==> src/rtl/pc_addr_unit.sv <==
module pc_addr_unit #(
  parameter int XLEN  = 32,
  parameter int OFS_W = 16,
  parameter int STEP  = 4
) (
  input  logic             clk,
  input  logic             rst,
  input  logic             pc_ld,
  input  logic             mar_ld,
  input  logic             use_offset,
  input  logic [OFS_W-1:0] ir_offset,
  output logic [XLEN-1:0]  pc_q,
  output logic [XLEN-1:0]  mar_q
);
  localparam int EXT_W = XLEN - OFS_W;

  logic [XLEN-1:0] ofs_ext;
  logic [XLEN-1:0] operand;
  logic [XLEN-1:0] sum;
  logic            mar_we;

  assign ofs_ext = {{EXT_W{ir_offset[OFS_W-1]}}, ir_offset};
  assign operand = use_offset ? ofs_ext : XLEN'(STEP);
  assign sum     = pc_q + operand;
  assign mar_we  = mar_ld & ~pc_ld;

  always_ff @(posedge clk) begin
    if (rst) begin
      pc_q  <= '0;
      mar_q <= '0;
    end else begin
      if (pc_ld)  pc_q  <= sum;
      if (mar_we) mar_q <= sum;
    end
  end
endmodule

==> config.mk <==
export PLATFORM = sky130hd
export DESIGN_NAME = pc_addr_unit
export DESIGN_NICKNAME = d
export VERILOG_FILES = /design/src/rtl/pc_addr_unit.sv
export SDC_FILE = /design/constraint.sdc
export NUM_CORES = 1
export LEC_CHECK = 0
export BUFFER_PORTS_ARGS = -buffer_cell sky130_fd_sc_hd__clkbuf_2
export CORE_ASPECT_RATIO = 0.7
export CORE_UTILIZATION = 45
export DETAILED_ROUTE_END_ITERATION = 8
export HOLD_SLACK_MARGIN = 0.08
export PLACE_DENSITY = 0.7
export SYNTH_ARGS = -nofsm -noshare
export SYNTH_HDL_FRONTEND = slang
export SYNTH_SLANG_ARGS = --single-unit
==> constraint.sdc <==
create_clock -name clk -period 3.1 [get_ports clk]
set_input_delay 0.155 -clock clk [delete_from_list [all_inputs] [get_ports clk]]
set_output_delay 0.155 -clock clk [all_outputs]
set_load 0.1 [all_outputs]
==> results.sh <==
export IMPL_outcome="completed"
export IMPL_areaGrowthSynthToFinish_pct=20.62
export IMPL_dr_wl_met3_mm=1.089
export IMPL_hold_buffers=0
export IMPL_powerDensity_nw_per_um2=598.1
export IMPL_cts_setup_buffers=0
export IMPL_hold_depth=5
export IMPL_syn_area_per_cell_um2=7.688
export IMPL_fin_cells=769
export IMPL_slew_viol_final=0
export IMPL_holdCritStartpoint="ir_offset[0]"
export IMPL_die_width_um=119.5
export IMPL_ir_worst_vdd_mv=0.3591
export IMPL_cts_buffers=9
export IMPL_intPower_mw=1.893
export IMPL_max_clock_path_buffers=2
export IMPL_synth_edf_count=0
export IMPL_drive_above_1_share_pct=21.55
export IMPL_gp_congestion=0.8824
export IMPL_fin_worst_skew_ns=0.005709
export IMPL_viasPerCell=5.835
export IMPL_synthArstFlopShare_pct=0
export IMPL_routedLengthMet1_mm=6.244
export IMPL_tritoncts="yes"
export IMPL_cp_end_kind="flop"
export IMPL_drv_cap=0
export IMPL_clk_pin_slew_ns=0.05
export IMPL_holdPathEnd="pc_q[0]$_SDFFE_PP0P_"
export IMPL_grt_antenna_before_repair=0
export IMPL_synth_common_cells="dfxtp_1 (64), nor2_1 (59), nand2_1 (55)"
export IMPL_period_share_pct=93.92
export IMPL_max_stage_delay_ns=0.41
export IMPL_ant_nets=0
export IMPL_r2r_start="pc_q[4]$_SDFFE_PP0P_"
export IMPL_wl_met2_mm=5.454
export IMPL_syn_nets=604
export IMPL_min_path_type="in2reg"
export IMPL_yosysTopAreaCellShare_pct=29.44
export IMPL_finalInstanceArea_um2=5249
export IMPL_p_clk_share_pct=35.3
export IMPL_crit_chain="ha_1 > a21o_1 > nor3b_1 > nor3_2 > a211oi_4 > o22ai_2 > mux2_4 > or3_1 > a21oi_1"
export IMPL_yosysMostFrequentCell="dfxtp_1"
export IMPL_fin_nets=679
export IMPL_rows=29
export IMPL_fmax_mhz=343.5
export IMPL_synth_ff_type="dfxtp_1"
export IMPL_clock_latency_ns=0.33
export IMPL_tns_ns=0
export IMPL_start_kind="flop"
export IMPL_routedWlPerCell_um=16.89
export IMPL_grt_max_degree=59
export IMPL_yosysWarnings=0
export IMPL_tightest_slew_ns=0.7071
export IMPL_pwr_share_comb_pct=33.6
export IMPL_synth_area_leaders="dfxtp_1 (29%), a21oi_1 (5.8%), nor2_1 (5.1%)"
export IMPL_slowest_stage="nor3_2"
export IMPL_wl_mm=12.99
export IMPL_hpwl_mm=9.441
export IMPL_track_usage_pct=26.25
export IMPL_crit_type="reg2reg"
export IMPL_critical_path_arrival_ns=3.17
export IMPL_timing_slew_headroom_pct=52.65
export IMPL_grt_first_pass_wirelength_mm=21.13
export IMPL_htree_levels=3
export IMPL_reg2reg_to="pc_q[27]$_SDFFE_PP0P_"
export IMPL_place_area_um2=4927
export IMPL_seq_area_frac_synth_pct=29.44
export IMPL_cts_resized=0
export IMPL_reg2reg_slack_ns=0.19
export IMPL_clock_sink_count=64
export IMPL_dp_cells=754
export IMPL_core_area_um2=9216
export IMPL_n_antenna_cell=0
export IMPL_vias=4487
export IMPL_grt_pass1_vias=4159
export IMPL_drc_errors=0
export IMPL_setup_violations=0
export IMPL_path_max_fanout=5
export IMPL_fillCellCount=881
export IMPL_yosys_register_bits=64
export IMPL_switching_share_pct=39.69
export IMPL_p_leak_nw=2.342
export IMPL_yosys_area_top_type="dfxtp_1"
export IMPL_ios=85
export IMPL_syn_inst=566
export IMPL_rsz0062_at_grt="no"
export IMPL_dr_max_layer_used="met4"
export IMPL_finalHoldViolCount=0
export IMPL_cts_root_buf="clkbuf_16"
export IMPL_io_buffers=84
export IMPL_setup_worst_path_start="pc_q[4]$_SDFFE_PP0P_"
export IMPL_first_pass_iters=6
export IMPL_overflow=0
export IMPL_multi_input_area_um2=2894
export IMPL_die_y_um=84.28
export IMPL_rr_worst_depth=9
export IMPL_dr_first_iter_drc_count=390
export IMPL_finalCriticalPeriod_ns=2.912
export IMPL_cp_required_ns=3.36
export IMPL_seqPwrFrac_pct=31.1
export IMPL_die_area_um2=10070
export IMPL_synthesis_area_um2=4352
export IMPL_net_switching_power_mw=1.246
export IMPL_ys_types=66
export IMPL_seq_area_um2=1292
export IMPL_start_util_pct=47.22
[layout by cell type (no fill, tap or decap), types with 3 or more instances in the layout]
master	Yosys	layout
dfxtp_2	0	9
nand2_1	55	55
nor3_1	14	14
nand3_1	29	29
and3_1	15	15
a211oi_1	7	7
or4_1	3	3
a21oi_1	50	50
clkbuf_2	0	84
o21a_1	5	5
ha_1	16	16
a31oi_1	4	4
nor2_1	59	59
buf_4	0	17
and4_1	3	3
o211ai_1	4	4
clkbuf_16	0	9
xor2_1	8	8
inv_1	9	9
dfxtp_1	64	55
a32oi_1	4	4
a21o_1	9	9
or3_1	9	9
xnor2_1	18	18
nor4_1	11	11
and2_1	21	21
o31ai_1	5	5
o21bai_1	3	3
nor2b_1	7	6
nand4_1	6	6
o21ai_0	30	30
mux2i_1	20	20
[kinds of logic (layout without fill, tap and decap cells)]
logic type / count (synthesis) / after routing / share of synthesized area, %
adders and majority gates: 17 / 17 / 5.060
buffers and inverters: 47 / 126 / 4.112
xor gates and xnor gates: 27 / 27 / 5.750
and+or+nand+nor: 246 / 246 / 28.58
muxes: 23 / 23 / 5.463
DFF: 64 / 64 / 29.44
AOI/OAI and AO/OA: 142 / 142 / 21.59
[through the flow]
stage / utilization [%] / setup slack, ns / total power [mW] / hold WS (ns)
floorplan: - / 0.005962 / 1.834 / 0.3479
global placement: 53.46 / 0.1050 / 2.020 / 0.4433
detailed placement: 53.46 / 0.04159 / 2.032 / 0.4488
CTS: 56.95 / 0.2080 / 3.146 / 0.3228
global route: 56.95 / 0.03488 / 3.263 / 0.3988
finish: 56.95 / 0.1884 / 3.139 / 0.3646
[flip-flops by register name (all words and copies together), names as in the netlist]
name   cells
pc_q      32
mar_q     32
[worst max path at each step]
stage	depth (start not counted)	to	slack, ns
3_5_place_dp	12	pc_q[26]$_SDFFE_PP0P_	0.04
3_3_place_gp	12	pc_q[26]$_SDFFE_PP0P_	0.11
5_1_grt	10	pc_q[30]$_SDFFE_PP0P_	0.03
4_1_cts	10	pc_q[26]$_SDFFE_PP0P_	0.21
6_report	9	pc_q[27]$_SDFFE_PP0P_	0.19
2_1_floorplan	9	pc_q[26]$_SDFFE_PP0P_	0.006
[per-layer routing]
layer | up-vias | GRT usage, %
li1 | 2199 | -
met1 | 2077 | 38.28
met2 | 193 | 37.94
met3 | 18 | 6.318
met4 | 0 | 7.727
met5 | - | 0
[area by class of cell]
cell class | count | area share (%)
clock buffers | 12 | 4.887
clock inverters | 3 | 1.240
repair buffers | 101 | 10.44
inverters | 10 | 0.7151
flip-flops and latches | 64 | 24.62
multi-input cells | 455 | 55.14
well taps | 124 | 2.956
[critical path: cells and delay by family (launching register included)]
kind / cells / cell delay [ns]
muxes: 1 / 0.36
and+or+nand+nor: 3 / 0.88
AOI/OAI and AO/OA: 4 / 0.90
adders and majority gates: 1 / 0.36
DFF: 1 / 0.33
[power groups by stage]
stage / registers [mW] / clock network, mW / logic [mW]
final: 0.975 / 1.11 / 1.06
after global routing: 0.984 / 1.16 / 1.12
after CTS: 0.972 / 1.12 / 1.05
after detailed placement: 0.989 / 0 / 1.04
after global placement: 0.987 / 0 / 1.03
after floorplan: 1.40 / 0 / 0.433
Power figures use the tool's default switching activity.
